===== src/rtl/ppl_pkg.sv =====
package ppl_pkg;
  localparam int PORTS     = 4;
  localparam int MIN_PORTS = 2;

  // strobes from control to datapath, one lane per port
  typedef struct packed {
    logic [PORTS-1:0] active;
    logic [PORTS-1:0] trip;
    logic [PORTS-1:0] pwrOn;
    logic [PORTS-1:0] pwrOff;
    logic [PORTS-1:0] chgClr;
  } portStrb_t;
endpackage


===== src/rtl/ppl_ctrl.sv =====
module ppl_ctrl
  import ppl_pkg::*;
#(
  parameter int DEB_CYCLES = 4,
  localparam int CNT_W = $clog2(DEB_CYCLES + 1),
  localparam int PC_W  = $clog2(PORTS + 1)
) (
  input  logic             clk,
  input  logic             rst_n,
  input  logic [PORTS-1:0] ocN,
  input  logic             gangMode,
  input  logic [PC_W-1:0]  portCount,
  input  logic [PORTS-1:0] pwrSet,
  input  logic [PORTS-1:0] pwrClr,
  input  logic [PORTS-1:0] chgClr,
  output portStrb_t        strb
);
  logic [PC_W-1:0]  cntEff;
  logic [PORTS-1:0] activeV;
  logic [PORTS-1:0] tripRaw;
  logic [PORTS-1:0] laneKeep;

  // clamp the configured count into the legal range
  always_comb begin
    if (portCount < PC_W'(MIN_PORTS))  cntEff = PC_W'(MIN_PORTS);
    else if (portCount > PC_W'(PORTS)) cntEff = PC_W'(PORTS);
    else                               cntEff = portCount;
  end

  for (genvar p = 0; p < PORTS; p++) begin : g_port
    logic             rawOc;
    logic [CNT_W-1:0] debCnt;

    assign activeV[p] = (PC_W'(p) < cntEff);
    assign rawOc      = ~ocN[p];

    // saturating run-length counter of sampled over-current
    always_ff @(posedge clk) begin
      if (!rst_n)                             debCnt <= '0;
      else if (!rawOc)                        debCnt <= '0;
      else if (debCnt != CNT_W'(DEB_CYCLES))  debCnt <= debCnt + 1'b1;
    end

    // one trip event per continuous assertion
    assign tripRaw[p] = rawOc && (debCnt == CNT_W'(DEB_CYCLES - 1));

    a_r3_single_trip : assert property (@(posedge clk) disable iff (!rst_n)
      tripRaw[p] |=> !tripRaw[p]);
  end

  // gang mode keeps only the port 1 lane
  assign laneKeep = gangMode ? PORTS'(1) : '1;

  assign strb.active = activeV;
  assign strb.trip   = tripRaw & laneKeep & activeV;
  assign strb.pwrOn  = pwrSet  & laneKeep & activeV;
  assign strb.pwrOff = pwrClr  & laneKeep & activeV;
  assign strb.chgClr = chgClr  & laneKeep & activeV;
endmodule


===== src/rtl/ppl_datapath.sv =====
module ppl_datapath
  import ppl_pkg::*;
(
  input  logic             clk,
  input  logic             rst_n,
  input  portStrb_t        strb,
  input  logic             gangMode,
  input  logic             suspend,
  input  logic             eepromPresent,
  input  logic [PORTS-1:0] portEn,
  input  logic [PORTS-1:0] ledManual,
  input  logic [PORTS-1:0] manGreen,
  input  logic [PORTS-1:0] manAmber,
  output logic [PORTS-1:0] pwrEnN,
  output logic [PORTS-1:0] ledGreen,
  output logic [PORTS-1:0] ledAmber,
  output logic [PORTS-1:0] ocChange
);
  logic [PORTS-1:0] powerOn;
  logic [PORTS-1:0] chg;

  for (genvar p = 0; p < PORTS; p++) begin : g_port
    logic effPow, effChg, autoG, autoA, selG, selA, lit;

    always_ff @(posedge clk) begin
      if (!rst_n) begin
        powerOn[p] <= 1'b0;
        chg[p]     <= 1'b0;
      end else if (!strb.active[p]) begin
        powerOn[p] <= 1'b0;
        chg[p]     <= 1'b0;
      end else if (strb.trip[p]) begin
        powerOn[p] <= 1'b0;
        chg[p]     <= 1'b1;
      end else begin
        if (strb.pwrOff[p])     powerOn[p] <= 1'b0;
        else if (strb.pwrOn[p]) powerOn[p] <= 1'b1;
        if (strb.chgClr[p])     chg[p] <= 1'b0;
      end
    end

    // gang mode: every port reflects the shared port 1 state
    assign effPow = gangMode ? powerOn[0] : powerOn[p];
    assign effChg = gangMode ? chg[0]     : chg[p];

    assign autoA = effChg;
    assign autoG = !effChg && effPow && portEn[p];
    assign selG  = ledManual[p] ? manGreen[p] : autoG;
    assign selA  = ledManual[p] ? manAmber[p] : autoA;
    assign lit   = strb.active[p] && !suspend;

    assign ledGreen[p] = lit && selG;
    assign ledAmber[p] = lit && selA && !eepromPresent;
    assign ocChange[p] = strb.active[p] && effChg;
    assign pwrEnN[p]   = !(powerOn[p] && strb.active[p] && (p == 0 || !gangMode));

    a_r3_trip_cuts_power : assert property (@(posedge clk) disable iff (!rst_n)
      strb.trip[p] |=> (!powerOn[p] && chg[p]));

    a_r4_chg_sticky : assert property (@(posedge clk) disable iff (!rst_n)
      (chg[p] && strb.active[p] && !strb.chgClr[p]) |=> chg[p]);

    a_r10_inactive_cleared : assert property (@(posedge clk) disable iff (!rst_n)
      !strb.active[p] |=> (!powerOn[p] && !chg[p]));

    a_r5_gang_shared_fault : assert property (@(posedge clk) disable iff (!rst_n)
      (gangMode && strb.trip[0]) |=> (!gangMode || !strb.active[p] || ocChange[p]));
  end

  a_r8_dark_in_suspend : assert property (@(posedge clk) disable iff (!rst_n)
    suspend |-> (ledGreen == '0 && ledAmber == '0));

  a_r9_no_amber_shared : assert property (@(posedge clk) disable iff (!rst_n)
    eepromPresent |-> (ledAmber == '0));
endmodule


===== src/rtl/port_pwr_led_ctrl.sv =====
module port_pwr_led_ctrl
  import ppl_pkg::*;
#(
  parameter int DEB_CYCLES = 4
) (
  input  logic       clk,
  input  logic       rst_n,
  input  logic [3:0] ocN,
  input  logic       gangMode,
  input  logic [2:0] portCount,
  input  logic [3:0] pwrSet,
  input  logic [3:0] pwrClr,
  input  logic [3:0] chgClr,
  input  logic [3:0] portEn,
  input  logic [3:0] ledManual,
  input  logic [3:0] manGreen,
  input  logic [3:0] manAmber,
  input  logic       suspend,
  input  logic       eepromPresent,
  output logic [3:0] pwrEnN,
  output logic [3:0] ledGreen,
  output logic [3:0] ledAmber,
  output logic [3:0] ocChange
);
  portStrb_t strb;

  ppl_ctrl #(.DEB_CYCLES(DEB_CYCLES)) u_ctrl (
    .clk       (clk),
    .rst_n     (rst_n),
    .ocN       (ocN),
    .gangMode  (gangMode),
    .portCount (portCount),
    .pwrSet    (pwrSet),
    .pwrClr    (pwrClr),
    .chgClr    (chgClr),
    .strb      (strb)
  );

  ppl_datapath u_dp (
    .clk           (clk),
    .rst_n         (rst_n),
    .strb          (strb),
    .gangMode      (gangMode),
    .suspend       (suspend),
    .eepromPresent (eepromPresent),
    .portEn        (portEn),
    .ledManual     (ledManual),
    .manGreen      (manGreen),
    .manAmber      (manAmber),
    .pwrEnN        (pwrEnN),
    .ledGreen      (ledGreen),
    .ledAmber      (ledAmber),
    .ocChange      (ocChange)
  );
endmodule


===== config.mk =====
export PLATFORM = sky130hd
export DESIGN_NAME = port_pwr_led_ctrl
export DESIGN_NICKNAME = d
export VERILOG_FILES = /design/src/rtl/ppl_pkg.sv /design/src/rtl/ppl_ctrl.sv /design/src/rtl/ppl_datapath.sv /design/src/rtl/port_pwr_led_ctrl.sv
export SDC_FILE = /design/constraint.sdc
export NUM_CORES = 1
export LEC_CHECK = 0
export ABC_AREA = 1
export BUFFER_PORTS_ARGS = -buffer_cell sky130_fd_sc_hd__buf_2
export CAP_MARGIN = 10
export CORE_ASPECT_RATIO = 0.75
export CORE_UTILIZATION = 30
export CTS_BUF_LIST = sky130_fd_sc_hd__clkbuf_8
export CTS_CLUSTER_DIAMETER = 150
export DETAILED_ROUTE_END_ITERATION = 10
export PLACE_DENSITY_LB_ADDON = 0.1
export SLEW_MARGIN = 5
export SYNTH_ARGS = -nofsm -noshare
export SYNTH_HDL_FRONTEND = slang
export SYNTH_SLANG_ARGS = --single-unit

===== constraint.sdc =====
create_clock -name clk -period 3.3 [get_ports clk]
set_input_delay 0.825 -clock clk [delete_from_list [all_inputs] [get_ports clk]]
set_output_delay 0.825 -clock clk [all_outputs]
set_load 0.005 [all_outputs]

Yosys cells after proc, flatten, opt, wreduce, memory -nomap -nowiden
Cells that the tools add are included.

word-level totals
  register bits after elaboration = 20
  input bits = 40
  output and inout bits = 16

operators by class
  add/sub/neg operators = 4
  magnitude comparators = 6
  eq/ne operators = 8
  muxes and demuxes = 25
  bitwise gates (word level) = 17
  reductions and logical operators = 66

operator list
  operator             count
  $logic_and 1x1->1    39
  $and 4x4->4          8
  $mux 1               22
  $reduce_or 4->1      4
  $add 3x1->3 const B  4
  $eq 3x2->1 const B   4
  $ne 3x3->1 const B   4
  $logic_not 1->1      11
  $not 1->1            9
  $reduce_and 2->1     4
  $reduce_bool 2->1    4
  $reduce_or 2->1      4
  $lt 1x3->1 const A   2
  $lt 2x3->1 const A   2
  $mux 3               2
  $mux 4               1
  $gt 3x3->1 const B   1
  $lt 3x2->1 const B   1

Logic depth before layout (Yosys ltp)
  depth in word-level cells = 7
  depth in mapped cells = 7

Hierarchy
A second synthesis with hierarchy kept.

second synthesis, totals
  cells, all modules = 235
  area, all modules = 1385.1 µm²

by module, submodules not included
  module        times used  cells each  area an instance (µm²)  sequential area each (µm²)
  ppl_ctrl      1           129         807.0                   240.2
  ppl_datapath  1           106         578.1                   160.2

Least setup slack after synthesis
OpenSTA, ideal clock, no wires.

  path kind = input port to output port
  start point = in gangMode
  end point = out ledAmber[3]
  data arrival time = 1.398 ns
  data required time = 2.475 ns
  path slack = 1.077 ns
  stages on the path = 5
  path buffers = 1
  path through = inv_2 -> buf_6 -> nand2_4 -> and2_2 -> a21oi_1

on the way
  word-level cells in the longest chain between the ends = 4

RTL lines
  element                          RTL line                 text
  from (decl)                      port_pwr_led_ctrl.sv:9   input logic gangMode,
  $mux 1                           ppl_datapath.sv:44       assign effChg = gangMode ? chg[0] : chg[p];
  $mux 1                           ppl_datapath.sv:49       assign selA = ledManual[p] ? manAmber[p] : autoA;
  $logic_and 1x1->1 (2 in series)  ppl_datapath.sv:53       assign ledAmber[p] = lit && selA && !eepromPresent;
  to (decl)                        port_pwr_led_ctrl.sv:22  output logic [3:0] ledAmber,

Every way passes these cells.

Final worst setup path
  start point = in gangMode
  end point = out ledGreen[1]

on the way
  word-level cells in the longest chain between the ends = 6
  elaborated cells between the ends (all ways) = 7
  those cells by class = mux: 3; reduce/logical: 4

RTL lines
  element                              RTL line                 text
  $mux 1                               ppl_datapath.sv:44
  $logic_not 1->1                      ppl_datapath.sv:47       assign autoG = !effChg && effPow && portEn[p];
  $logic_and 1x1->1 (*) (2 in series)  ppl_datapath.sv:47
  $mux 1 (*)                           ppl_datapath.sv:48       assign selG = ledManual[p] ? manGreen[p] : autoG;
  $logic_and 1x1->1 (*)                ppl_datapath.sv:52       assign ledGreen[p] = lit && selG;
  to (decl)                            port_pwr_led_ctrl.sv:21  output logic [3:0] ledGreen,

Mark *: on every way between the ends. The rest lies on a longest branch, timed or not.

==> run_results.csv <==
group,metric,value,unit
status,status,"finished clean",
clock_tree,cts_max_level,1,
global_routing,grt_pass1_vias,1044,
sta,fin_tns_setup,0,ps
critical_path,startpoint_type,"input pin",
clock_tree,post_cts_buffers,0,
critical_path,crit_fanout,15,
cells_and_area,area_growth,30.30,%
sta,setup_viol,0,
clock_tree,cts_sinks,20,
critical_path,cp-end-kind,"output port",
floorplan,chipHeight,57.65,um
sta,period_minus_slack,2531,ps
placed_design,portBuffers,55,
sta,rsz0062_at_grt,"false",
clock_tree,cts_buffers,3,
sta,fin_crit_sh,0.7670,
routing,viasPerCell,4.196,
logic_synthesis,synthArstFlopShare,0,
routing,drt_first_pass_iters,4,
logic_synthesis,ys.flop_type,"dfxtp_1",
floorplan,rows,19,
clock_tree,cts_resized,0,
clock_tree,clkLatencyLatePin,260,ps
logic_synthesis,syn_inst,188,
pwr,cellPowerDensity,321.4,nW/um2
critical_path,r2r_slack,2180,ps
logic_synthesis,synth-edff-count,0,
cells_and_area,drive_gt1_frac,0.2582,
global_routing,grt_pass1_wl,4.519,mm
floorplan,core_area,3804,um2
logic_synthesis,syn_area,1239,um2
sta,fmax,0.3951,GHz
placed_design,dpl.hpwl,2.311,mm
global_routing,grt_use_total,0.1300,
clock_tree,cts_hold_buf,0,
clock_tree,clockBufferDepth,2,
critical_path,critical_path_class,"in -> out",
logic_synthesis,synth_top_area_cell,"dfxtp_1",
logic_synthesis,syn_avg_cell_area,6.589,um2
routing,drt_iter0_markers,40,
floorplan,die-area,4393,um2
placed_design,place.gp.congestion,0.7506,
routing,ant_nets,0,
sta,maxSlewViolCount,0,
pwr,ir_worst_vdd,213.8,uV
hold_path,hp-class,"reg -> reg",
routing,drc_errors,0,
clock_tree,cts_tree,"done",
sta,timing.slew.headroom,0.7934,
logic_synthesis,syn_nets,240,
logic_synthesis,ys_seq_elements,20,
routing,num_vias,1242,
logic_synthesis,synth-seq-area-share,0.3232,
sta,tightest_slew,308.7,ps
pwr,leakage,0.9024,nW
sta,fin_skew,6.088,ps
critical_path,cp_data_arrival_time,1710,ps
global_routing,overflow,0,
logic_synthesis,synth_top_area_frac,0.3232,
global_routing,antenna_found_initial,0,
logic_synthesis,yosys_warnings,0,
clock_tree,cts.clk_slew.worst_paths,80,ps
job,cap_viol_max_count,0,
floorplan,die_w,76.20,um
logic_synthesis,synth_area_leaders,"dfxtp_1, nand2_1, ha_1, inv_1, nor2_1",
cells_and_area,diodes,0,
routing,wirelength,2.779,mm
logic_synthesis,synth_cell_types,21,
global_routing,grt_max_degree,16,
critical_path,ff2ff_path_depth,5,
clock_tree,clockRootBuffer,"clkbuf_8",
cells_and_area,final_nets,297,
sta,hold_viol,0,
routing,wl_per_cell,9.389,um
floorplan,initial_core_util,0.3257,
cells_and_area,num-fill-cells,427,
hold_path,hold_depth,2,
cells_and_area,post-route-util,0.4243,
critical_path,required,2470,ps
floorplan,ios,56,
logic make-up (layout without fill, tap and decap cells):
family          Yosys count  after routing  share of synthesized area
buf+inv                  39             95                     0.1252
compound gates           26             26                     0.1253
simple gates             91             91                     0.3050
flops                    20             20                     0.3232
fa+ha+maj                12             12                     0.1212
sequential cells by signal, indices dropped and copies added (netlist names):
register and count:
u_ctrl.g_port.debCnt 12, u_dp.powerOn 3, u_dp.g_port.autoA 1, u_dp.chg 3, u_dp.g_port.effPow 1
critical path, cell delays in order:
cell and delay [ps]:
buf_2 130, inv_2 200, nand2_1 110, nand2_1 70, nand2_1 40, nor2_1 90, nor2_1 40, nor2_1 80
buf_2 120
cells in the final DEF, fill, tap and decap left out, drive strengths merged:
cell / count
a21boi: 1
buf: 55
nor2: 23
nor4: 1
nand3: 8
inv: 36
a211oi: 4
nor3: 2
dfxtp: 20
nand2: 55
clkbuf: 4
and2: 1
o211ai: 3
ha: 12
nor4b: 1
o21a: 2
a21oi: 16
per-layer routing:
layer  vias up  part of all wire  global-route usage
li1        694                 -                   -
met1       506              0.53              0.1742
met2        40              0.41              0.2013
met3         2             0.060             0.03622
met4         0            0.0076             0.04945
met5         -                 0                   0
cells in the mapped netlist, types with 2 or more instances:
master,instances
ha_1,12
nor3_1,2
o211ai_1,3
o21a_1,2
dfxtp_1,20
inv_1,35
a21oi_1,16
nor2_1,23
nand2_1,54
nand3_1,7
a211oi_1,4
power by group:
| group | switching, mW | total, mW | leakage [nW] | internal (mW) |
|---|---|---|---|---|
| registers | 0.00483 | 0.253 | 0.163 | 0.249 |
| logic | 0.0426 | 0.0798 | 0.711 | 0.0372 |
| clock network | 0.0793 | 0.185 | 0.0288 | 0.106 |
path summary, 6_finish.rpt:
check | to | from
worst max-delay path | ledGreen[1] | gangMode
worst min-delay path | u_dp.chg[2] | u_dp.chg[2]
worst max register to register | u_dp.g_port[0].effPow | u_ctrl.g_port[0].debCnt[0]
worst min register to register | u_dp.chg[2] | u_dp.chg[2]
through the flow:
step	cell area (um2)	setup slack, ps	power (mW)	hold WS, ps	std cells
2_1_floorplan	1239	1077	0.3023	436.8	188
3_3_place_gp	1559	778.9	0.3403	458.1	292
3_5_place_dp	1559	766.4	0.3396	459.7	292
4_1_cts	1614	767.9	0.5296	470.8	296
5_1_grt	1614	631.8	0.5510	505.0	296
6_report	1614	769.0	0.5187	472.7	296
area by class of cell:
cell class	instances	area, um2	share of cell area
Clock buffer	4	55.05	0.03411
Timing Repair Buffer	55	275.3	0.1705
Sequential cell	20	400.4	0.2481
Tap cell	52	65.06	0.04031
Inverter	36	135.1	0.08372
Multi-Input combinational cell	129	683.2	0.4233
Power figures use the tool's default switching activity.
